**src/rtl/psq_pkg.sv**
```systemverilog
package psq_pkg;

    typedef enum logic [3:0] {
        S_IDLE,
        S_RAMP,
        S_FETCH,
        S_SETUP,
        S_PULSE,
        S_HOLD,
        S_READ,
        S_NEXT,
        S_DROP,
        S_VFETCH,
        S_VREAD,
        S_PASS,
        S_FAIL
    } psq_state_e;

endpackage

```
**src/rtl/psq_timer.sv**
```systemverilog
module psq_timer #(
    parameter int TMR_W = 8
) (
    input  logic             clk,
    input  logic             rst_n,
    input  logic             load,
    input  logic [TMR_W-1:0] load_val,
    output logic             zero
);
    logic [TMR_W-1:0] cnt_d, cnt_q;

    always_comb begin
        cnt_d = cnt_q;
        if (load)
            cnt_d = load_val;
        else if (cnt_q != '0)
            cnt_d = cnt_q - 1'b1;
    end

    always_ff @(posedge clk or negedge rst_n) begin
        if (!rst_n) cnt_q <= '0;
        else        cnt_q <= cnt_d;
    end

    assign zero = (cnt_q == '0);

    // an unloaded, non-zero count steps down by exactly one per cycle
    p_tmr_step_r2: assert property (@(posedge clk) disable iff (!rst_n)
        (!load && cnt_q != '0) |=> (cnt_q == $past(cnt_q) - 1'b1));

endmodule

```
**src/rtl/psq_word_cmp.sv**
```systemverilog
module psq_word_cmp #(
    parameter int DATA_W = 16
) (
    input  logic [DATA_W-1:0] target,
    input  logic [DATA_W-1:0] readback,
    output logic              match,
    output logic              erased
);
    assign match  = (target == readback);
    assign erased = &target;
endmodule

```
**src/rtl/psq_prog_seq.sv**
```systemverilog
module psq_prog_seq
    import psq_pkg::*;
#(
    parameter int ADDR_W     = 16,
    parameter int DATA_W     = 16,
    parameter int CLK_MHZ    = 50,
    parameter int PULSE_US   = 100,
    parameter int SETUP_CYC  = 4,
    parameter int HOLD_CYC   = 4,
    parameter int RD_CYC     = 3,
    parameter int MAX_PULSES = 25,
    localparam int PCNT_W    = $clog2(MAX_PULSES + 1)
) (
    input  logic              clk,
    input  logic              rst_n,
    input  logic              start,
    output logic              src_req,
    input  logic              src_rdy,
    input  logic [DATA_W-1:0] src_data,
    output logic [ADDR_W-1:0] mem_addr,
    output logic [DATA_W-1:0] mem_wdata,
    input  logic [DATA_W-1:0] mem_rdata,
    output logic              pgm_n,
    output logic              hv_en,
    output logic              sup_en,
    output logic              done,
    output logic              pass,
    output logic [ADDR_W-1:0] fail_addr,
    output logic [PCNT_W-1:0] pulse_cnt
);
    localparam int PULSE_CYC = CLK_MHZ * PULSE_US;
    localparam int T_A       = (SETUP_CYC > HOLD_CYC) ? SETUP_CYC : HOLD_CYC;
    localparam int T_B       = (RD_CYC > T_A) ? RD_CYC : T_A;
    localparam int T_MAX     = (PULSE_CYC > T_B) ? PULSE_CYC : T_B;
    localparam int TMR_W     = $clog2(T_MAX + 1);
    localparam logic [ADDR_W-1:0] LAST_ADDR = {ADDR_W{1'b1}};

    typedef struct packed {
        psq_state_e        state;
        logic [ADDR_W-1:0] addr;
        logic [DATA_W-1:0] wdata;
        logic [PCNT_W-1:0] pcnt;
        logic [ADDR_W-1:0] fail_addr;
        logic              pass;
        logic              sup;
        logic              hv;
    } psq_regs_t;

    psq_regs_t r_d, r_q;

    logic             tmr_load;
    logic [TMR_W-1:0] tmr_val;
    logic             tmr_zero;
    logic             word_match;
    logic             word_erased;
    logic             erased_unused;

    psq_timer #(.TMR_W(TMR_W)) u_timer (
        .clk      (clk),
        .rst_n    (rst_n),
        .load     (tmr_load),
        .load_val (tmr_val),
        .zero     (tmr_zero)
    );

    psq_word_cmp #(.DATA_W(DATA_W)) u_verify (
        .target   (r_q.wdata),
        .readback (mem_rdata),
        .match    (word_match),
        .erased   (erased_unused)
    );

    psq_word_cmp #(.DATA_W(DATA_W)) u_blank (
        .target   (src_data),
        .readback (src_data),
        .match    (),
        .erased   (word_erased)
    );

    always_comb begin
        r_d      = r_q;
        tmr_load = 1'b0;
        tmr_val  = '0;
        unique case (r_q.state)
            S_IDLE, S_PASS, S_FAIL: begin
                if (start) begin
                    r_d.state     = S_RAMP;
                    r_d.sup       = 1'b1;
                    r_d.hv        = 1'b0;
                    r_d.addr      = '0;
                    r_d.pcnt      = '0;
                    r_d.pass      = 1'b0;
                    r_d.fail_addr = '0;
                end
            end
            S_RAMP: begin
                r_d.hv    = 1'b1;
                r_d.state = S_FETCH;
            end
            S_FETCH: begin
                if (src_rdy) begin
                    r_d.wdata = src_data;
                    r_d.pcnt  = '0;
                    if (word_erased) begin
                        r_d.state = S_NEXT;
                    end else begin
                        r_d.state = S_SETUP;
                        tmr_load  = 1'b1;
                        tmr_val   = TMR_W'(SETUP_CYC - 1);
                    end
                end
            end
            S_SETUP: begin
                if (tmr_zero) begin
                    r_d.state = S_PULSE;
                    tmr_load  = 1'b1;
                    tmr_val   = TMR_W'(PULSE_CYC - 1);
                end
            end
            S_PULSE: begin
                if (tmr_zero) begin
                    r_d.state = S_HOLD;
                    r_d.pcnt  = r_q.pcnt + 1'b1;
                    tmr_load  = 1'b1;
                    tmr_val   = TMR_W'(HOLD_CYC - 1);
                end
            end
            S_HOLD: begin
                if (tmr_zero) begin
                    r_d.state = S_READ;
                    tmr_load  = 1'b1;
                    tmr_val   = TMR_W'(RD_CYC - 1);
                end
            end
            S_READ: begin
                if (tmr_zero) begin
                    if (word_match) begin
                        r_d.state = S_NEXT;
                    end else if (r_q.pcnt == PCNT_W'(MAX_PULSES)) begin
                        r_d.state     = S_FAIL;
                        r_d.fail_addr = r_q.addr;
                        r_d.hv        = 1'b0;
                        r_d.sup       = 1'b0;
                    end else begin
                        r_d.state = S_SETUP;
                        tmr_load  = 1'b1;
                        tmr_val   = TMR_W'(SETUP_CYC - 1);
                    end
                end
            end
            S_NEXT: begin
                if (r_q.addr == LAST_ADDR) begin
                    r_d.state = S_DROP;
                    r_d.hv    = 1'b0;
                end else begin
                    r_d.addr  = r_q.addr + 1'b1;
                    r_d.state = S_FETCH;
                end
            end
            S_DROP: begin
                r_d.sup   = 1'b0;
                r_d.addr  = '0;
                r_d.state = S_VFETCH;
            end
            S_VFETCH: begin
                if (src_rdy) begin
                    r_d.wdata = src_data;
                    r_d.state = S_VREAD;
                    tmr_load  = 1'b1;
                    tmr_val   = TMR_W'(RD_CYC - 1);
                end
            end
            S_VREAD: begin
                if (tmr_zero) begin
                    if (!word_match) begin
                        r_d.state     = S_FAIL;
                        r_d.fail_addr = r_q.addr;
                    end else if (r_q.addr == LAST_ADDR) begin
                        r_d.state = S_PASS;
                        r_d.pass  = 1'b1;
                    end else begin
                        r_d.addr  = r_q.addr + 1'b1;
                        r_d.state = S_VFETCH;
                    end
                end
            end
            default: r_d.state = S_IDLE;
        endcase
    end

    always_ff @(posedge clk or negedge rst_n) begin
        if (!rst_n) begin
            r_q       <= '0;
            r_q.state <= S_IDLE;
        end else begin
            r_q <= r_d;
        end
    end

    assign src_req   = (r_q.state == S_FETCH) || (r_q.state == S_VFETCH);
    assign mem_addr  = r_q.addr;
    assign mem_wdata = r_q.wdata;
    assign pgm_n     = (r_q.state != S_PULSE);
    assign hv_en     = r_q.hv;
    assign sup_en    = r_q.sup;
    assign done      = (r_q.state == S_PASS) || (r_q.state == S_FAIL);
    assign pass      = r_q.pass;
    assign fail_addr = r_q.fail_addr;
    assign pulse_cnt = r_q.pcnt;

    // programming voltage only inside the elevated-supply window
    p_hv_in_sup_r10: assert property (@(posedge clk) disable iff (!rst_n)
        hv_en |-> sup_en);

    // address and data frozen across the pulse and the hold after it
    p_pulse_stable_r3: assert property (@(posedge clk) disable iff (!rst_n)
        (!pgm_n || r_q.state == S_HOLD) |-> ($stable(mem_addr) && $stable(mem_wdata)));

    // no pulse once the programming voltage is off
    p_no_pulse_cold_r8: assert property (@(posedge clk) disable iff (!rst_n)
        !hv_en |-> pgm_n);

    // the per-word pulse count never passes the limit
    p_pcnt_limit_r5: assert property (@(posedge clk) disable iff (!rst_n)
        pulse_cnt <= PCNT_W'(MAX_PULSES));

    // the result is held until a new start
    p_result_hold_r9: assert property (@(posedge clk) disable iff (!rst_n)
        (done && !start) |=> (done && $stable(pass) && $stable(fail_addr)));

    // a finished or idle sequencer leaves the memory port quiet
    p_quiet_done_r1: assert property (@(posedge clk) disable iff (!rst_n)
        done |-> (pgm_n && !hv_en && !sup_en && !src_req));

endmodule

```
**config.mk**
```make
export PLATFORM = sky130hd
export DESIGN_NAME = psq_prog_seq
export DESIGN_NICKNAME = d
export VERILOG_FILES = /design/src/rtl/psq_pkg.sv /design/src/rtl/psq_timer.sv /design/src/rtl/psq_word_cmp.sv /design/src/rtl/psq_prog_seq.sv
export SDC_FILE = /design/constraint.sdc
export NUM_CORES = 1
export LEC_CHECK = 0
export BUFFER_PORTS_ARGS = -buffer_cell sky130_fd_sc_hd__buf_2
export CAP_MARGIN = 20
export CORE_MARGIN = 10
export CORE_UTILIZATION = 30
export CTS_CLUSTER_DIAMETER = 60
export DETAILED_ROUTE_END_ITERATION = 10
export GPL_TIMING_DRIVEN = 1
export PLACE_DENSITY_LB_ADDON = 0.05
export SLEW_MARGIN = 20
export SYNTH_ARGS = -nofsm -noshare
export SYNTH_HDL_FRONTEND = slang
export SYNTH_HIERARCHICAL = 1
export SYNTH_SLANG_ARGS = --single-unit
export TNS_END_PERCENT = 20
```
**constraint.sdc**
```tcl
create_clock -name clk -period 5.15 [get_ports clk]
set_input_delay 0.2575 -clock clk [delete_from_list [all_inputs] [get_ports clk]]
set_output_delay 0.2575 -clock clk [all_outputs]
set_load 0.05 [all_outputs]
```
==> results of run 1 <==
==> power breakdown <==
part	internal [mW]	switching, mW
Combinational	0.151	0.235
Clock	0.327	0.260
Sequential	0.643	0.0971
==> path summary, 6_finish.rpt <==
check / startpoint / to / slack, ns / cells past startpoint
worst min-delay path: rst_n / u_timer/cnt_q[2] / -0.06 / 1
worst min register to register: fail_addr[0] / fail_addr[0] / 0.50 / 1
min in group clk: src_data[7] / mem_wdata[7] / 0.17 / 2
max in group asynchronous: rst_n / mem_wdata[12] / 4.73 / 1
worst max register to register: mem_wdata[11] / u_timer/cnt_q[10] / 1.86 / 10
worst max-delay path: mem_wdata[11] / u_timer/cnt_q[10] / 1.86 / 10
==> metrics by stage <==
| step | cells | hold WS, ns | utilization (%) |
|---|---|---|---|
| detailed placement | 687 | 0.4843 | 31.92 |
| CTS | 703 | 0.1203 | 33.70 |
| floorplan | 480 | -0.03809 | - |
| global route | 703 | 0.01049 | 33.73 |
| global placement | 687 | 0.4795 | 31.92 |
| finish | 703 | -0.06099 | 33.73 |
==> worst max-delay path: stages, from the launching register on <==
cell	delay, ns
sky130_fd_sc_hd__dfrtp_1	0.40
sky130_fd_sc_hd__xnor2_1	0.19
sky130_fd_sc_hd__nand4_1	0.13
sky130_fd_sc_hd__nor4_2	0.83
sky130_fd_sc_hd__nand2b_1	0.34
sky130_fd_sc_hd__nor3_1	0.07
sky130_fd_sc_hd__o21ai_0	0.30
sky130_fd_sc_hd__o221ai_1	0.18
sky130_fd_sc_hd__buf_4	0.23
sky130_fd_sc_hd__nand2b_1	0.27
sky130_fd_sc_hd__o21ai_0	0.24
==> sequential cells by signal, indices dropped and copies added, names as in the netlist <==
register and cells:
mem_addr 16, pass 1, hv_en 1, mem_wdata 16, fail_addr 16, sup_en 1, r_q 4, u_timer/cnt_q 13
pulse_cnt 5
==> layer usage <==
metal / routed length (um) / share of wire (%)
met1: 6057 / 47
met2: 5608 / 43
met3: 1072 / 8.3
met4: 220 / 1.7
met5: 0 / 0
==> final cells by class <==
cell class                 count  area share [%]
clock inverter                 6          0.8297
clock buffer                  10           4.466
inverter                       8          0.5857
sequential                    73           35.63
tap                          188           4.588
timing repair buffer          95           9.444
multi-input combinational    323           44.46
==> flow_summary.json, run 1 <==
{
  "finalInstanceArea_um2": 5127,
  "hold_ws_ns": -0.06099,
  "clock_tree_from_tritoncts": "done",
  "multi_input_area_um2": 2280,
  "reported_max_cap_violation_count": 0,
  "routability_congestion_estimate_from_global_placement": 0.8268,
  "layout_worst_path_cycle_share_pct": 63.82,
  "die_area_um2": 20830,
  "post-layout-total-power_mw": 1.712,
  "clkSlewWorstSetupHoldPaths_ns": 0.06,
  "htreeDepth": 3,
  "use_met2_pct": 18.70,
  "final.fill_count": 1581,
  "timing.critical_path.arrival_ns": 3.53,
  "cts-buffers-inserted": 9,
  "startpoint_type": "register",
  "yosys_warnings": 6,
  "number_of_antenna_violations_at_the_first_check_in_global_routing": 0,
  "critPathCaptureType": "register",
  "num_vias": 3587,
  "cts.sinks": 73,
  "start_util_pct": 30.50,
  "use_met3_pct": 3.805,
  "dp_hpwl_um": 9475,
  "timing.final.ws_setup_ns": 1.863,
  "power_per_cell_area_nw_per_um2": 333.8,
  "dpl-instance-area_um2": 4852,
  "drive_above_1_share_pct": 29.51,
  "fin_tns_setup_ns": 0,
  "floorplan.rows": 45,
  "drt_first_pass_iters": 4,
  "post-place-ws_ns": 1.822,
  "diode_insertion_count_for_antenna_repair": 0,
  "finish.net_count": 551,
  "grt_start_max_net_pins": 74,
  "worst-path-max-fanout": 19,
  "via_per_inst": 5.102,
  "clock_latency_ns": 0.34,
  "post_synth_inst_count": 475,
  "violations": "negative hold slack",
  "gr-max-usage-layer": "met2",
  "drt_iter0_markers": 268,
  "cts.repair.resized": 0,
  "dieHeight_um": 144.3,
  "worstHoldPathType": "in -> async",
  "cell_area_after_technology_mapping_um2": 4637,
  "global_route.usage.met1_pct": 17.28,
  "criticalPathCategory": "reg -> reg",
  "setup_repair_after_global_routing_missed_its_margin": "no",
  "layout.cells.most_common_list": "sky130_fd_sc_hd__buf_2, sky130_fd_sc_hd__dfrtp_1, sky130_fd_sc_hd__nand2_1",
  "clockBufferDepth": 2,
  "mostFrequentLayoutCell": "sky130_fd_sc_hd__buf_2",
  "hold_viol_final": 73,
  "cts.repair_timing.setup_buffer_count": 0,
  "grt_remaining_overflow": 0,
  "result_of_the_run": "complete, but fails checks",
  "portBuffers": 94,
  "finalSetupViolations": 0,
  "actual_slew_at_the_worst_max_slew_pin_ns": 0.9227,
  "area.growth.synth_to_final_pct": 10.58,
  "groute.usage.overall_pct": 12.85,
  "fmaxAchievable_ghz": 0.3043,
  "finalWirelength_um": 12960,
  "top_level_ports": 95,
  "sequential_area_um2": 1827,
  "cts_hold_buffers": 0,
  "grt_pass1_vias": 3647,
  "ir_drop_uv": 234.9,
  "wire_per_inst_um": 18.43,
  "static-leakage-power_nw": 2.316,
  "final_period_minus_worst_setup_slack_ns": 3.287,
  "drc": 0,
  "width_of_the_chip_um": 144.3,
  "worst_ep_required_time_ns": 5.39,
  "final-max-slew-violation-count": 0,
  "syn_avg_cell_area_um2": 9.762,
  "ant_nets": 0,
  "core_um2": 15200,
  "grt_pass1_wl_um": 20860,
  "maxSlewHeadroom_pct": 37.97,
  "clock_tree.root_cell": "sky130_fd_sc_hd__clkbuf_16",
  "timing.clock.skew_ns": 0.009010
}
(Power assumes the default switching activity.)
==> run 2: changes to the inputs <==
Clock period 5.15 ns to 3.1 ns, I/O delays scaled along.
==> run 2 against run 1 <==
Compared with the run above: the flow now finishes without violations; clock-buffer cell count is 1 higher; clock power up 84%; clock skew shrank 0.0031 ns; critical path depth fell by 1; utilization rose by 0.92 points; sequential power up 65%; sequential share of layout area decreased by 0.95 points; final area rose by 2.7%; global-route usage about the same; hold slack better by 0.13 ns; maximum frequency up 20%; power increased by 72%.
==> flow_summary.json, run 2 (synthesis gave the netlist of run 1 again) <==
{
  "result_of_the_run": "finished, final reports clean",
  "finalWirelength_um": 13210,
  "ant_nets": 0,
  "worstHoldPathType": "in -> reg",
  "clock_tree.root_cell": "sky130_fd_sc_hd__clkbuf_16",
  "layout.core_utilization_pct": 34.65,
  "floorplan.rows": 45,
  "cts-buffers-inserted": 9,
  "diode_insertion_count_for_antenna_repair": 0,
  "portBuffers": 94,
  "final-max-slew-violation-count": 0,
  "critPathCaptureType": "register",
  "ff2ff_setup_slack_ns": 0.36,
  "drt_first_pass_iters": 4,
  "hold_viol_final": 0,
  "hold_start": "src_data[4]",
  "worst_ep_required_time_ns": 3.35,
  "start_util_pct": 30.50,
  "groute.usage.overall_pct": 12.81,
  "timing.critical_path.arrival_ns": 3.00,
  "num_vias": 3622,
  "timing.clock.skew_ns": 0.005898,
  "cts.repair_timing.setup_buffer_count": 0,
  "dp_hpwl_um": 9694,
  "top_level_ports": 95,
  "timing.final.ws_setup_ns": 0.3578,
  "cts_hold_buffers": 0,
  "cts.repair.resized": 0,
  "finalInstanceArea_um2": 5268,
  "wire_per_inst_um": 18.44,
  "number_of_antenna_violations_at_the_first_check_in_global_routing": 0,
  "layout.cells.most_common_list": "sky130_fd_sc_hd__buf_2, sky130_fd_sc_hd__dfrtp_1, sky130_fd_sc_hd__nand2_1",
  "reg2reg_to": "u_timer/cnt_q[5]",
  "worstHoldPathCells": 2,
  "fin_tns_setup_ns": 0,
  "cts.sinks": 73,
  "clockBufferDepth": 2,
  "htreeDepth": 3,
  "hold-path-endpoint": "mem_wdata[4]",
  "reported_max_cap_violation_count": 0,
  "die_area_um2": 20830,
  "maxSlewHeadroom_pct": 51.64,
  "grt_remaining_overflow": 0,
  "drc": 0,
  "grt_start_max_net_pins": 74,
  "drt_iter0_markers": 208,
  "power_per_cell_area_nw_per_um2": 559.1,
  "width_of_the_chip_um": 144.3,
  "final.fill_count": 1582,
  "dieHeight_um": 144.3,
  "layout_worst_path_cycle_share_pct": 88.46,
  "grt_pass1_wl_um": 21030,
  "post-place-ws_ns": 0.3179,
  "static-leakage-power_nw": 2.406,
  "critical_path.reg2reg.startpoint": "mem_wdata[5]",
  "ir_drop_uv": 302.9,
  "actual_slew_at_the_worst_max_slew_pin_ns": 0.7254,
  "clock_tree_from_tritoncts": "done",
  "clkSlewWorstSetupHoldPaths_ns": 0.06,
  "criticalPathCategory": "reg -> reg",
  "mostFrequentLayoutCell": "sky130_fd_sc_hd__buf_2",
  "core_um2": 15200,
  "post-layout-total-power_mw": 2.945,
  "finish.net_count": 565,
  "grt_pass1_vias": 3698,
  "fmaxAchievable_ghz": 0.3647,
  "cell_depth_of_the_worst_flop_to_flop_path": 9,
  "finalNonFillerCells": 716,
  "startpoint_type": "register",
  "area.growth.synth_to_final_pct": 13.60,
  "dpl-instance-area_um2": 4950,
  "via_per_inst": 5.059,
  "finalSetupViolations": 0,
  "setup_repair_after_global_routing_missed_its_margin": "no",
  "hold_ws_ns": 0.06731,
  "place.detailed.instances": 700,
  "drive_above_1_share_pct": 31.25,
  "worst-path-max-fanout": 9,
  "final_period_minus_worst_setup_slack_ns": 2.742,
  "routability_congestion_estimate_from_global_placement": 0.8183,
  "clock_latency_ns": 0.34
}
run 2: cell types whose count changed in the layout (fill, tap and decap cells not counted):
cell / delta
sky130_fd_sc_hd__buf_4: +13
sky130_fd_sc_hd__bufinv_16: +1
sky130_fd_sc_hd__clkbuf_1: -1
sky130_fd_sc_hd__clkbuf_8: +2
sky130_fd_sc_hd__clkinv_2: -1
sky130_fd_sc_hd__clkinv_4: -1
sky130_fd_sc_hd__clkinvlp_4: -1
sky130_fd_sc_hd__dlygate4sd3_1: +1
run 2: worst max-delay path by stage:
stage,from,to,depth (start not counted)
2_1_floorplan,u_timer/cnt_q[6],u_timer/cnt_q[2],11
3_3_place_gp,mem_wdata[2],u_timer/cnt_q[12],9
3_5_place_dp,mem_wdata[5],u_timer/cnt_q[5],9
4_1_cts,mem_wdata[5],u_timer/cnt_q[8],9
5_1_grt,mem_wdata[10],u_timer/cnt_q[10],9
6_report,mem_wdata[5],u_timer/cnt_q[5],9
run 2: cell type report:
cell class	instances	area, um2	area share (%)
tap	188	235.2	4.466
timing repair buffer	109	591.8	11.24
clock inverter	4	51.30	0.9739
multi-input combinational	323	2280	43.28
inverter	8	30.03	0.5701
sequential	73	1827	34.68
clock buffer	11	252.7	4.798
run 2: routing by layer:
layer	part of all wire, %	GRT usage [%]	up-vias
li1	-	-	1783
met5	0	0	-
met3	7.6	3.673	10
met1	48	17.39	1727
met4	1.3	4.840	0
met2	43	18.77	102
run 2: critical path: stages, from the launching register on:
cell and delay, ns:
sky130_fd_sc_hd__dfrtp_1 0.40, sky130_fd_sc_hd__xnor2_1 0.17, sky130_fd_sc_hd__nand4_1 0.17, sky130_fd_sc_hd__nor4_2 0.42
sky130_fd_sc_hd__nand2b_1 0.19, sky130_fd_sc_hd__nor3_1 0.05, sky130_fd_sc_hd__o21ai_0 0.26, sky130_fd_sc_hd__o221ai_1 0.36
sky130_fd_sc_hd__nand2b_1 0.40, sky130_fd_sc_hd__o21ai_0 0.23
run 2: report_power, final:
part	internal (mW)	switching, mW	total, mW
sequential	1.07	0.156	1.22
clock	0.664	0.416	1.08
combinational	0.254	0.387	0.641
total	1.99	0.959	2.95
==> run 3: changes to the inputs <==
Settings changed: SYNTH_HIERARCHICAL 1 to default.
==> run 3 against run 2 <==
Compared with the run above: hold slack worse by 0.0077 ns; cell count is 9.4% higher; clock-buffer cell count is 1 higher; power is 68% higher; non-clock buffer count is 4 higher; via count is 5.4% higher; register-to-register slack worse by 0.02 ns; critical path depth stayed put; flip-flop and latch count stayed put; final area is 3.5% higher; worst setup slack worse by 0.016 ns; critical path type unchanged.
==> flow_summary.json, run 3 <==
{
  "critical-path-slowest-cell": "sky130_fd_sc_hd__or4b_1",
  "result_of_the_run": "finished, final reports clean",
  "clockBufferDepth": 2,
  "fin_tns_setup_ns": 0,
  "finalWirelength_um": 12930,
  "cts.repair_timing.setup_buffer_count": 0,
  "critPathCaptureType": "register",
  "number_of_enable_type_register_cells_in_the_synthesized_netlist": 0,
  "startpoint_type": "register",
  "yosys_warnings": 0,
  "yosys.cell_types.count": 66,
  "ys_seq_elements": 73,
  "wire_per_inst_um": 16.51,
  "clkSlewWorstSetupHoldPaths_ns": 0.06,
  "clock_latency_ns": 0.34,
  "hold-path-endpoint": "mem_wdata[6]",
  "top_level_ports": 95,
  "dieHeight_um": 145.5,
  "cts.sinks": 73,
  "drive_above_1_share_pct": 27.10,
  "fraction_of_post_synthesis_cell_area_in_the_top_cell_type_by_area_pct": 38.63,
  "cts-buffers-inserted": 9,
  "drt_iter0_markers": 222,
  "synth_top_cell_by_area": "sky130_fd_sc_hd__dfrtp_1",
  "finalSetupViolations": 0,
  "area.growth.synth_to_final_pct": 15.32,
  "synth_commonest_cells": "sky130_fd_sc_hd__dfrtp_1, sky130_fd_sc_hd__buf_4, sky130_fd_sc_hd__nand2_1",
  "diode_insertion_count_for_antenna_repair": 0,
  "timing.clock.skew_ns": 0.005957,
  "floorplan.rows": 45,
  "synth_top_flop_cell": "sky130_fd_sc_hd__dfrtp_1",
  "via_per_inst": 4.874,
  "post-layout-total-power_mw": 4.947,
  "timing.critical_path.arrival_ns": 2.97,
  "width_of_the_chip_um": 145.5,
  "post_synth_inst_count": 524,
  "fmaxAchievable_ghz": 0.3625,
  "criticalPathCategory": "reg -> reg",
  "ff2ff_setup_slack_ns": 0.34,
  "register_area_share_after_synthesis_pct": 38.63,
  "clock_tree.root_cell": "sky130_fd_sc_hd__clkbuf_16",
  "maxSlewHeadroom_pct": 57.04,
  "actual_slew_at_the_worst_max_slew_pin_ns": 0.6443,
  "clock_tree_from_tritoncts": "done",
  "synthesis.nets": 564,
  "die_area_um2": 21180,
  "worst-path-max-fanout": 16,
  "final-max-slew-violation-count": 0,
  "htreeDepth": 3,
  "synth.most_common_cell": "sky130_fd_sc_hd__dfrtp_1",
  "power_per_cell_area_nw_per_um2": 907.2,
  "routability_congestion_estimate_from_global_placement": 0.8039,
  "static-leakage-power_nw": 2.510,
  "worstHoldPathType": "in -> reg",
  "num_vias": 3816,
  "grt_pass1_vias": 3921,
  "layout_worst_path_cycle_share_pct": 88.98,
  "final_period_minus_worst_setup_slack_ns": 2.758,
  "reported_max_cap_violation_count": 0,
  "layout.cells.most_common_list": "sky130_fd_sc_hd__buf_2, sky130_fd_sc_hd__dfrtp_1, sky130_fd_sc_hd__nand2_1",
  "start_util_pct": 30.87,
  "grt_start_max_net_pins": 74,
  "grt_pass1_wl_um": 21600,
  "synth_area_leaders": "sky130_fd_sc_hd__dfrtp_1, sky130_fd_sc_hd__buf_4, sky130_fd_sc_hd__xor2_1",
  "groute.usage.overall_pct": 12.39,
  "post-place-ws_ns": 0.3243,
  "final.fill_count": 1628,
  "asyncSetResetFlopFracSynth_pct": 100.0,
  "drc": 0,
  "timing.final.ws_setup_ns": 0.3415,
  "number_of_antenna_violations_at_the_first_check_in_global_routing": 0,
  "critical_path.reg2reg.startpoint": "u_timer.cnt_q[0]",
  "portBuffers": 94,
  "mostFrequentLayoutCell": "sky130_fd_sc_hd__buf_2",
  "dp_hpwl_um": 9630,
  "worstHoldPathCells": 2,
  "ir_drop_uv": 309.4,
  "grt_remaining_overflow": 0,
  "ant_nets": 0,
  "reg2reg_to": "fail_addr[12]",
  "cell_area_after_technology_mapping_um2": 4728,
  "critPathMaxStageDelay_ns": 0.56,
  "core_um2": 15310,
  "syn_avg_cell_area_um2": 9.023,
  "setup_repair_after_global_routing_missed_its_margin": "no",
  "hold_viol_final": 0,
  "cp_cell_sequence": "inv_1 > ha_1 > or4b_1 > or4_4 > nor3_2 > a22oi_2 > a21o_1 > buf_4 > mux2i_1",
  "worst_ep_required_time_ns": 3.31,
  "finish.net_count": 607,
  "cell_depth_of_the_worst_flop_to_flop_path": 9,
  "hold_start": "src_data[6]",
  "drt_first_pass_iters": 4
}
==> run 3: power by group <==
part           leakage, nW  switching [mW]  internal [mW]  total [mW]
Sequential           0.960           0.308           1.19        1.50
Combinational         1.38            1.43          0.788        2.22
Clock                0.167           0.411          0.812        1.22
Total                 2.51            2.15           2.79        4.95
==> run 3: repair_timing <==
action / in CTS / in global routing
endpoints found under the hold margin: 0 / 30
hold buffers: 0 / 1
resized for setup: 0 / 0
==> run 3: routing by layer <==
layer / wire length, um / global-route usage (%)
met1: 5827 / 15.37
met5: 0 / 0
met3: 555 / 3.260
met2: 6364 / 20.54
met4: 182 / 3.741
==> run 3: worst max-delay path: cells and delay by family, from the launching register on <==
kind                       cells  cell delay [ns]
adders and majority gates      1             0.18
and+or+nand+nor                3             1.34
DFF                            1             0.40
buffers and inverters          2             0.28
muxes                          1             0.15
AOI/OAI and AO/OA              2             0.26
==> run 3: worst max-delay path by stage <==
stage                      from             to  slack (ns)  cells after the start
2_1_floorplan           r_q[59]   mem_wdata[0]        0.18                      8
3_3_place_gp   u_timer.cnt_q[0]  fail_addr[14]        0.38                      9
3_5_place_dp   u_timer.cnt_q[0]  fail_addr[12]        0.32                      9
4_1_cts        u_timer.cnt_q[0]  fail_addr[12]        0.31                      9
5_1_grt        u_timer.cnt_q[0]   fail_addr[1]        0.14                      9
6_report       u_timer.cnt_q[0]  fail_addr[12]        0.34                      9
==> run 3: logic make-up (layout without fill, tap and decap cells) <==
family          after synthesis  after routing  synth area share [%]
compound gates              104            104                 15.27
xor+xnor                     26             26                 4.816
buf+inv                     106            154                 13.05
simple gates                175            175                 19.08
mux                          36             36                 8.097
fa+ha+maj                     4              4                 1.059
flops                        73             73                 38.63
==> run 3: metrics by stage <==
step / instance area, um2 / cells / utilization (%) / hold WS, ns
global route: 5453 / 783 / 35.60 / 0.05274
finish: 5453 / 783 / 35.60 / 0.05959
detailed placement: 5070 / 765 / 33.10 / 0.3877
CTS: 5415 / 781 / 35.36 / 0.02413
floorplan: 4728 / 524 / - / -0.1406
global placement: 5070 / 765 / 33.10 / 0.3827
==> run 3: layout make-up <==
cell class | instances | area, um2 | share of cell area (%)
Sequential cell | 73 | 1827 | 33.50
Multi-Input combinational cell | 345 | 2285 | 41.90
Clock inverter | 4 | 98.84 | 1.813
Clock buffer | 12 | 246.5 | 4.520
Tap cell | 211 | 264.0 | 4.842
Inverter | 25 | 93.84 | 1.721
Timing Repair Buffer | 113 | 638.1 | 11.70
